--- config.mk ---
export PLATFORM = sky130hd
export DESIGN_NAME = scl_phase_gen
export DESIGN_NICKNAME = d
export VERILOG_FILES = /design/src/rtl/scl_phase_pkg.sv /design/src/rtl/scl_rst_sync.sv /design/src/rtl/scl_in_sync.sv /design/src/rtl/scl_phase_fsm.sv /design/src/rtl/scl_phase_gen.sv
export SDC_FILE = /design/constraint.sdc
export NUM_CORES = 1
export LEC_CHECK = 0
export BUFFER_PORTS_ARGS = -buffer_cell sky130_fd_sc_hd__buf_2
export CAP_MARGIN = 20
export CORE_MARGIN = 2
export CORE_UTILIZATION = 50
export CTS_BUF_LIST = sky130_fd_sc_hd__clkbuf_8
export DETAILED_ROUTE_END_ITERATION = 8
export PLACE_DENSITY = 0.71
export SKIP_CTS_REPAIR_TIMING = 1
export SLEW_MARGIN = 10
export SYNTH_ARGS = -nofsm -noshare
export SYNTH_HDL_FRONTEND = slang
export SYNTH_SLANG_ARGS = --single-unit
--- constraint.sdc ---
create_clock -name clk -period 0.8 [get_ports clk]
set_input_delay 0.16 -clock clk [delete_from_list [all_inputs] [get_ports clk]]
set_output_delay 0.16 -clock clk [all_outputs]
set_load 0.03 [all_outputs]
--- src/rtl/scl_phase_pkg.sv ---
package scl_phase_pkg;

  typedef enum logic [1:0] {
    PH_IDLE  = 2'd0,
    PH_PULL  = 2'd1,
    PH_LOWOK = 2'd2,
    PH_HIGH  = 2'd3
  } scl_phase_e;

endpackage

--- src/rtl/scl_rst_sync.sv ---
module scl_rst_sync #(
  parameter int STAGES = 2
) (
  input  logic clk,
  input  logic rst_n,
  output logic rst_n_sync
);
  logic [STAGES-1:0] chain_q;

  always_ff @(posedge clk or negedge rst_n) begin
    if (!rst_n) chain_q <= '0;
    else        chain_q <= {chain_q[STAGES-2:0], 1'b1};
  end

  assign rst_n_sync = chain_q[STAGES-1];
endmodule

--- src/rtl/scl_in_sync.sv ---
module scl_in_sync #(
  parameter int STAGES = 2
) (
  input  logic clk,
  input  logic rst_n,
  input  logic line_raw,
  output logic line_sync
);
  logic [STAGES-1:0] stage_q;

  generate
    for (genvar i = 0; i < STAGES; i++) begin : g_stage
      if (i == 0) begin : g_first
        always_ff @(posedge clk or negedge rst_n) begin
          if (!rst_n) stage_q[i] <= 1'b1;
          else        stage_q[i] <= line_raw;
        end
      end else begin : g_next
        always_ff @(posedge clk or negedge rst_n) begin
          if (!rst_n) stage_q[i] <= 1'b1;
          else        stage_q[i] <= stage_q[i-1];
        end
      end
    end
  endgenerate

  assign line_sync = stage_q[STAGES-1];
endmodule

--- src/rtl/scl_phase_fsm.sv ---
module scl_phase_fsm
  import scl_phase_pkg::*;
#(
  parameter int SLOW_CONFIRM = 2,
  parameter int FAST_CONFIRM = 1
) (
  input  logic clk,
  input  logic rst_n,
  input  logic tick_en,
  input  logic run,
  input  logic fast_mode,
  input  logic line_hi,
  output logic pull_low,
  output logic low_stb,
  output logic done_stb,
  output logic fault_stb
);
  localparam int MAX_NEED = SLOW_CONFIRM > FAST_CONFIRM ? SLOW_CONFIRM + 1 : FAST_CONFIRM + 1;
  localparam int CNT_W    = $clog2(MAX_NEED + 1);

  scl_phase_e       ph_q, ph_d;
  logic [CNT_W-1:0] hi_cnt_q, hi_cnt_d;
  logic             fast_q, fast_d;
  logic             stretched_q, stretched_d;
  logic             pull_q, pull_d;
  logic             low_stb_q, low_stb_d;
  logic             done_q, done_d;
  logic             fault_q, fault_d;
  logic [CNT_W-1:0] need;
  logic [CNT_W-1:0] hi_cnt_inc;

  always_comb begin
    need = fast_q ? CNT_W'(FAST_CONFIRM) : CNT_W'(SLOW_CONFIRM);
    if (stretched_q) need = need + CNT_W'(1);
    hi_cnt_inc = hi_cnt_q + CNT_W'(1);
  end

  always_comb begin
    ph_d        = ph_q;
    hi_cnt_d    = hi_cnt_q;
    fast_d      = fast_q;
    stretched_d = stretched_q;
    pull_d      = pull_q;
    low_stb_d   = 1'b0;
    done_d      = 1'b0;
    fault_d     = 1'b0;
    if (tick_en) begin
      unique case (ph_q)
        PH_IDLE: begin
          if (run) begin
            ph_d        = PH_PULL;
            pull_d      = 1'b1;
            fast_d      = fast_mode;
            stretched_d = 1'b0;
            hi_cnt_d    = '0;
            low_stb_d   = 1'b1;
          end
        end
        PH_PULL: begin
          if (line_hi) begin
            ph_d    = PH_IDLE;
            pull_d  = 1'b0;
            fault_d = 1'b1;
          end else begin
            ph_d = PH_LOWOK;
          end
        end
        PH_LOWOK: begin
          ph_d   = PH_HIGH;
          pull_d = 1'b0;
        end
        PH_HIGH: begin
          if (!line_hi) begin
            stretched_d = 1'b1;
            hi_cnt_d    = '0;
          end else if (hi_cnt_inc >= need) begin
            ph_d     = PH_IDLE;
            hi_cnt_d = '0;
            done_d   = 1'b1;
          end else begin
            hi_cnt_d = hi_cnt_inc;
          end
        end
        default: ph_d = PH_IDLE;
      endcase
    end
  end

  always_ff @(posedge clk or negedge rst_n) begin
    if (!rst_n) begin
      ph_q        <= PH_IDLE;
      hi_cnt_q    <= '0;
      fast_q      <= 1'b0;
      stretched_q <= 1'b0;
      pull_q      <= 1'b0;
      low_stb_q   <= 1'b0;
      done_q      <= 1'b0;
      fault_q     <= 1'b0;
    end else begin
      ph_q        <= ph_d;
      hi_cnt_q    <= hi_cnt_d;
      fast_q      <= fast_d;
      stretched_q <= stretched_d;
      pull_q      <= pull_d;
      low_stb_q   <= low_stb_d;
      done_q      <= done_d;
      fault_q     <= fault_d;
    end
  end

  assign pull_low  = pull_q;
  assign low_stb   = low_stb_q;
  assign done_stb  = done_q;
  assign fault_stb = fault_q;

  // nothing moves between ticks
  assert_still_without_tick_R2: assert property (@(posedge clk) disable iff (!rst_n)
    !tick_en |=> ($stable(pull_q) && !low_stb_q && !done_q && !fault_q));

  // a low phase begins with the line being pulled
  assert_pull_with_low_stb_R4: assert property (@(posedge clk) disable iff (!rst_n)
    low_stb_q |-> pull_q);

  // the two phase strobes never overlap
  assert_strobes_apart_R5: assert property (@(posedge clk) disable iff (!rst_n)
    !(low_stb_q && done_q));

  // a low read during the high phase leaves the line released
  assert_stretch_released_R6: assert property (@(posedge clk) disable iff (!rst_n)
    (tick_en && ph_q == PH_HIGH && !line_hi) |=> (!pull_q && ph_q == PH_HIGH));

  // a fault releases the line and ends the period without completion
  assert_fault_releases_R8: assert property (@(posedge clk) disable iff (!rst_n)
    fault_q |-> (!pull_q && !done_q && ph_q == PH_IDLE));

  // the latched mode holds for the whole period
  assert_mode_held_R10: assert property (@(posedge clk) disable iff (!rst_n)
    (ph_q != PH_IDLE && !(tick_en && ph_q == PH_IDLE)) |=> $stable(fast_q));
endmodule

--- src/rtl/scl_phase_gen.sv ---
module scl_phase_gen #(
  parameter int SYNC_STAGES  = 2,
  parameter int SLOW_CONFIRM = 2,
  parameter int FAST_CONFIRM = 1
) (
  input  logic clk,
  input  logic rst_n,
  input  logic tick_en,
  input  logic run,
  input  logic fast_mode,
  input  logic scl_in,
  output logic scl_pull_low,
  output logic low_start_stb,
  output logic high_done_stb,
  output logic bus_fault
);
  logic rst_n_int;
  logic line_hi;

  scl_rst_sync #(.STAGES(2)) u_rst (
    .clk        (clk),
    .rst_n      (rst_n),
    .rst_n_sync (rst_n_int)
  );

  scl_in_sync #(.STAGES(SYNC_STAGES)) u_sync (
    .clk       (clk),
    .rst_n     (rst_n_int),
    .line_raw  (scl_in),
    .line_sync (line_hi)
  );

  scl_phase_fsm #(
    .SLOW_CONFIRM (SLOW_CONFIRM),
    .FAST_CONFIRM (FAST_CONFIRM)
  ) u_fsm (
    .clk       (clk),
    .rst_n     (rst_n_int),
    .tick_en   (tick_en),
    .run       (run),
    .fast_mode (fast_mode),
    .line_hi   (line_hi),
    .pull_low  (scl_pull_low),
    .low_stb   (low_start_stb),
    .done_stb  (high_done_stb),
    .fault_stb (bus_fault)
  );
endmodule

After elaboration in Yosys (flattened, before gate mapping)
Index checks and enable logic that the tools add are counted.
Word-level totals
  register bits: 14
  logic and storage cells: 57
  output and inout bits: 4
  input bits: 6
Cells by class
  reductions and logical operators: 8
  multiplexer cells: 27
  add/sub/neg operators: 2
  equality and inequality tests: 8
  order comparisons: 1
Operators with widths (count)
  $mux W2: 9
  $mux W1: 14
  $reduce_and A4 Y1: 3
  $ne A2 B2 Y1 const B: 4
  $pmux W2 S4: 1
  $reduce_and A3 Y1: 2
  $add A2 B1 Y2 const B: 2
  $eq A2 B2 Y1 const B: 2
  $pmux W2 S2: 1
  $pmux W1 S3: 1
  $reduce_bool A3 Y1: 1
  $eq A2 B1 Y1 const B: 1
  $ge A2 B2 Y1: 1
  $logic_not A2 Y1: 1
  $ne A2 B1 Y1 const B: 1
  $pmux W1 S2: 1
  $reduce_bool A2 Y1: 1

Longest topological paths before layout
  word-level depth: 8
  mapped depth: 8

Hierarchy
From an unflattened synthesis, not the netlist that was laid out.
Unflattened totals
  cell total of the unflattened synthesis: 60
  area, all modules: 698.2 um^2
Modules (own cells, without submodules)
  scl_phase_fsm: sequential area each 250.2 um^2, times used 1, area each 591.8 um^2, cells an instance 55
  scl_rst_sync: sequential area each 50.0 um^2, times used 1, area each 53.8 um^2, cells an instance 3
  scl_in_sync: sequential area each 52.6 um^2, times used 1, area each 52.6 um^2, cells an instance 2

Worst setup path before layout
OpenSTA, ideal clock, no wires.
  path type: reg2reg
  start point: register u_fsm.stretched_q
  end point: register u_fsm.ph_q[0]
  data required time: 672 ps
  library setup time: 128 ps
  path buffers: 0
  data arrival time: 1520 ps
  slack: -848 ps
  clock period less this slack: 1648 ps
  cell stages (with the launch flop): 9
  cell sequence: dfrtp_1 -> inv_1 -> ha_1 -> inv_1 -> ha_1 -> nand2b_4 -> a211oi_4 -> nor3_2 -> mux2i_1
Between the ends
  longest elaborated chain between the ends: 4
Ends and longest elaborated chain
  from (decl): line scl_phase_fsm.sv:24  | logic stretched_q, stretched_d;
  from (signal assigned): line scl_phase_fsm.sv:103  | stretched_q <= stretched_d;
  $mux W2: line scl_phase_fsm.sv:34  | if (stretched_q) need = need + CNT_W'(1);
  $ge A2 B2 Y1: line scl_phase_fsm.sv:76  | end else if (hi_cnt_inc >= need) begin
  $ne A2 B1 Y1 (no source line)
  $reduce_and A4 Y1 (no source line)
  to (signal assigned): line scl_phase_fsm.sv:100  | ph_q <= ph_d;
  to (decl): line scl_phase_fsm.sv:21  | scl_phase_e ph_q, ph_d;
No other way between the ends.
A chain may end at the register's enable or synchronous reset.

Worst setup path after layout
  start point: register u_fsm.fast_q
  end point: register u_fsm.ph_q[0]
Between the ends
  longest elaborated chain between the ends: 6
Ends and longest elaborated chain
  from (decl): line scl_phase_fsm.sv:23  | logic fast_q, fast_d;
  from (signal assigned): line scl_phase_fsm.sv:102  | fast_q <= fast_d;
  $mux W2 (*): line scl_phase_fsm.sv:33  | need = fast_q ? CNT_W'(FAST_CONFIRM) : CNT_W'(SLOW_CONFIRM);
  $add A2 B1 Y2: line scl_phase_fsm.sv:34
  $mux W2 (*): line scl_phase_fsm.sv:34
  $ge A2 B2 Y1 (*): line scl_phase_fsm.sv:76
  $ne A2 B1 Y1 (no source line) (*)
  $reduce_and A4 Y1 (no source line) (*)
Mark *: on every way between the ends. The rest lies on a longest branch, timed or not.

==> reports/qor.yml <==
clock_latency_ns: 0.24
cellPowerDensity_mw_per_mm2: 3920
r2r_end: "u_fsm.ph_q[0]"
critPathCapture: "u_fsm.ph_q[0]"
vias: 553
die_h_um: 41.54
switchingPower_w: 0.001513
rsz0062_at_grt: "yes"
pwr-share-seq: 0.270
synthCells: 62
dp.final_hpwl_um: 1007
coreArea_mm2: 0.001301
min_path_type: "in2reg"
start_util: 0.5413
critPathRequiredTime_ns: 0.92
fillers: 77
synth_fa_ha_area_frac: 0.1421
yosys_register_bits: 14
fmax_ghz: 0.5708
regArea_um2: 352.8
dp_cells: 99
antenna_found_initial: 0
grt_pass1_wl_um: 2518
crit_path_max_fanout: 3
n_antenna_cell: 0
synth_nets: 76
fin_nets: 107
final-hold-violation-count: 0
grt_use_total: 0.1972
clkPwrFrac: 0.168
critPathLaunchType: "register"
synth-compound-area-share: 0.1172
arrival_ns: 1.87
p_leak_nw: 0.5080
wirelength_um: 1558
drive_gt1_frac: 0.5543
status: "complete, but fails checks"
die_w_um: 41.54
yosysTopAreaCellShare: 0.4263
gp_congestion: 0.7253
synth_xor_area_frac: 0.01243
io_pins: 10
timing.setup.tns_ns: -6.846
switching_share: 0.3700
slew_viol_final: 0
dieArea_mm2: 0.001725
period_share: 2.190
timing.final.ws_setup_ns: -0.9521
r2r_setup_slack_ns: -0.95
first_global_vias: 589
layout_min_cycle_time_ns: 1.752
p_comb_frac: 0.561
vdd_drop_max_mv: 2.826
syn_avg_cell_area_um2: 11.36
crit_type: "reg2reg"
ant_nets: 0
grt_max_degree: 13
ys_seq_area_frac: 0.5009
endpoint_kind: "register"
violations: "setup timing"
grt_overflow: 0
wl_per_cell_um: 14.56
post_drt_via_cell_ratio: 5.168
finalClockSkew_ns: 0.001128
synth_area_um2: 704.4
p_int_w: 0.002577
yosys.area_share.simple: 0.1385
ys_top_cells_by_area: "dfrtp_1 (43%), ha_1 (14%), dfstp_2 (7.5%)"
cp-startpoint: "u_fsm.fast_q"
fin_worst_hold_slack_ns: 0.009601
yosysTopAreaCell: "dfrtp_1"
finalNonFillerCells: 107
drtPass1Iterations: 4
setup_viol: 14
cts_tree: "done"
yosysWarnings: 0
area_growth_pct: 48.13
final_util: 0.8019
numCtsBuffers: 3
max_cap_violations: 0
synth.area.mux_share: 0.04618
cts.clk_slew.worst_paths_ns: 0.06
clock-sinks: 14
h-tree-depth: 1
rows: 13
cts_root_buf: "clkbuf_8"
clockBufferDepth: 2
synth_top_family_by_area: "adder cells"
regToRegStartpoint: "u_fsm.fast_q"
io_buffers: 9
multi_input_area_um2: 390.4
reg2reg_depth: 7
yosysUniqueCellTypes: 27
drtIter0Drc: 5
drc: 0
## state kept, by name, indices dropped and copies added, names as in the netlist, named ones only
register / flops
u_fsm.stretched_q: 1
u_sync.stage_q: 1
u_fsm.fast_q: 1
u_fsm.low_stb: 1
u_fsm.pull_low: 1
u_fsm.fault_stb: 1
u_rst.chain_q: 2
u_sync.line_sync: 1
u_fsm.done_stb: 1
u_fsm.ph_q: 1
u_fsm.hi_cnt_q: 2
## cell usage after synthesis
| cell type | number |
|---|---|
| dfrtp_1 | 12 |
| ha_1 | 8 |
| inv_1 | 6 |
| nand2_1 | 6 |
| nor2_1 | 4 |
| and3_1 | 3 |
| dfstp_2 | 2 |
| o21ai_1 | 2 |
| a211oi_4 | 1 |
| a21oi_1 | 1 |
| a2bb2oi_1 | 1 |
| a31oi_1 | 1 |
| conb_1 | 1 |
| inv_2 | 1 |
| mux2_1 | 1 |
| mux2_2 | 1 |
| mux2i_1 | 1 |
| nand2b_1 | 1 |
| nand2b_4 | 1 |
| nand3_1 | 1 |
| nor2b_1 | 1 |
| nor3_2 | 1 |
| o22ai_1 | 1 |
| o31ai_1 | 1 |
| o32a_1 | 1 |
| o41ai_1 | 1 |
| xor2_1 | 1 |
## worst min path at each step
stage | start | to | slack (ns) | depth (start not counted)
after floorplan | rst_n | u_rst.chain_q[0] | -0.14 | 0
after global placement | rst_n | u_rst.chain_q[1] | -0.05 | 1
after detailed placement | rst_n | u_rst.chain_q[0] | -0.05 | 1
after CTS | rst_n | u_rst.chain_q[1] | -0.31 | 1
after global routing | scl_in | u_sync.stage_q[0] | -0.0003 | 1
final | scl_in | u_sync.stage_q[0] | 0.01 | 1
## critical path: stages (launching register included)
cell      delay (ns)
dfrtp_1         0.41
ha_4            0.28
inv_2           0.04
ha_4            0.22
nand2b_4        0.15
a211oi_4        0.30
nor3_2          0.11
mux2i_1         0.13
## logic make-up (layout without fill, tap and decap cells)
family,after synthesis,in the layout
muxes,3,3
DFF,14,14
other,1,1
and+or+nand+nor,18,18
buffers and inverters,7,37
AOI/OAI and AO/OA,10,10
adders and majority gates,8,8
xor gates and xnor gates,1,1
## final cells by class
type / instances / share of cell area
timing repair buffer: 26 / 0.1918
multi-input combinational: 41 / 0.3741
tap: 15 / 0.01799
clock buffer: 4 / 0.05276
sequential: 14 / 0.3381
inverter: 7 / 0.02518
## power by group through the flow
stage / logic, W / clock network [W] / registers (W)
4_1_cts: 0.00193 / 0.000706 / 0.00106
3_3_place_gp: 0.00183 / 0 / 0.00107
3_5_place_dp: 0.00189 / 0 / 0.00107
5_1_grt: 0.00251 / 0.000740 / 0.00113
2_1_floorplan: 0.00118 / 0 / 0.00116
6_report: 0.00230 / 0.000688 / 0.00111
## through the flow
stage / instance area (um^2) / setup WS (ns) / power (W)
3_5_place_dp: 897.1 / -0.9051 / 0.002964
6_report: 1044 / -0.9521 / 0.004090
3_3_place_gp: 897.1 / -0.8692 / 0.002898
5_1_grt: 1044 / -1.022 / 0.004387
2_1_floorplan: 735.7 / -0.7863 / 0.002335
4_1_cts: 952.2 / -0.9336 / 0.003693
## metal layers
layer	wire, um	track usage	up-vias
met1	634	0.2085	275
met5	0	0	-
met4	25	0.1032	0
met2	859	0.3500	7
li1	-	-	267
met3	38	0.05652	4
## layout by cell type, fill, tap and decap left out
cell type	Yosys	layout
dfstp_2	2	2
dfrtp_1	12	12
a21oi_1	1	1
and3_4	0	1
nand2b_4	1	1
mux2_2	1	1
o21ai_1	2	1
ha_1	8	3
a211oi_4	1	1
buf_2	0	5
o22ai_1	1	1
nor3_2	1	1
ha_4	0	3
conb_1	1	1
dlygate4sd3_1	0	1
buf_6	0	4
and3_1	3	2
clkbuf_8	0	4
ha_2	0	2
nand2b_1	1	1
mux2_4	0	1
buf_4	0	16
inv_1	6	2
o21ai_2	0	1
nand2_1	6	4
o41ai_1	1	1
o32a_1	1	1
o31ai_2	0	1
nor2b_1	1	1
nand2_2	0	2
mux2i_1	1	1
a31oi_1	1	1
xor2_1	1	1
inv_2	1	5
nor2_1	4	4
nand3_1	1	1
a2bb2oi_1	1	1
Note: power is estimated with default switching activity, not from simulation.
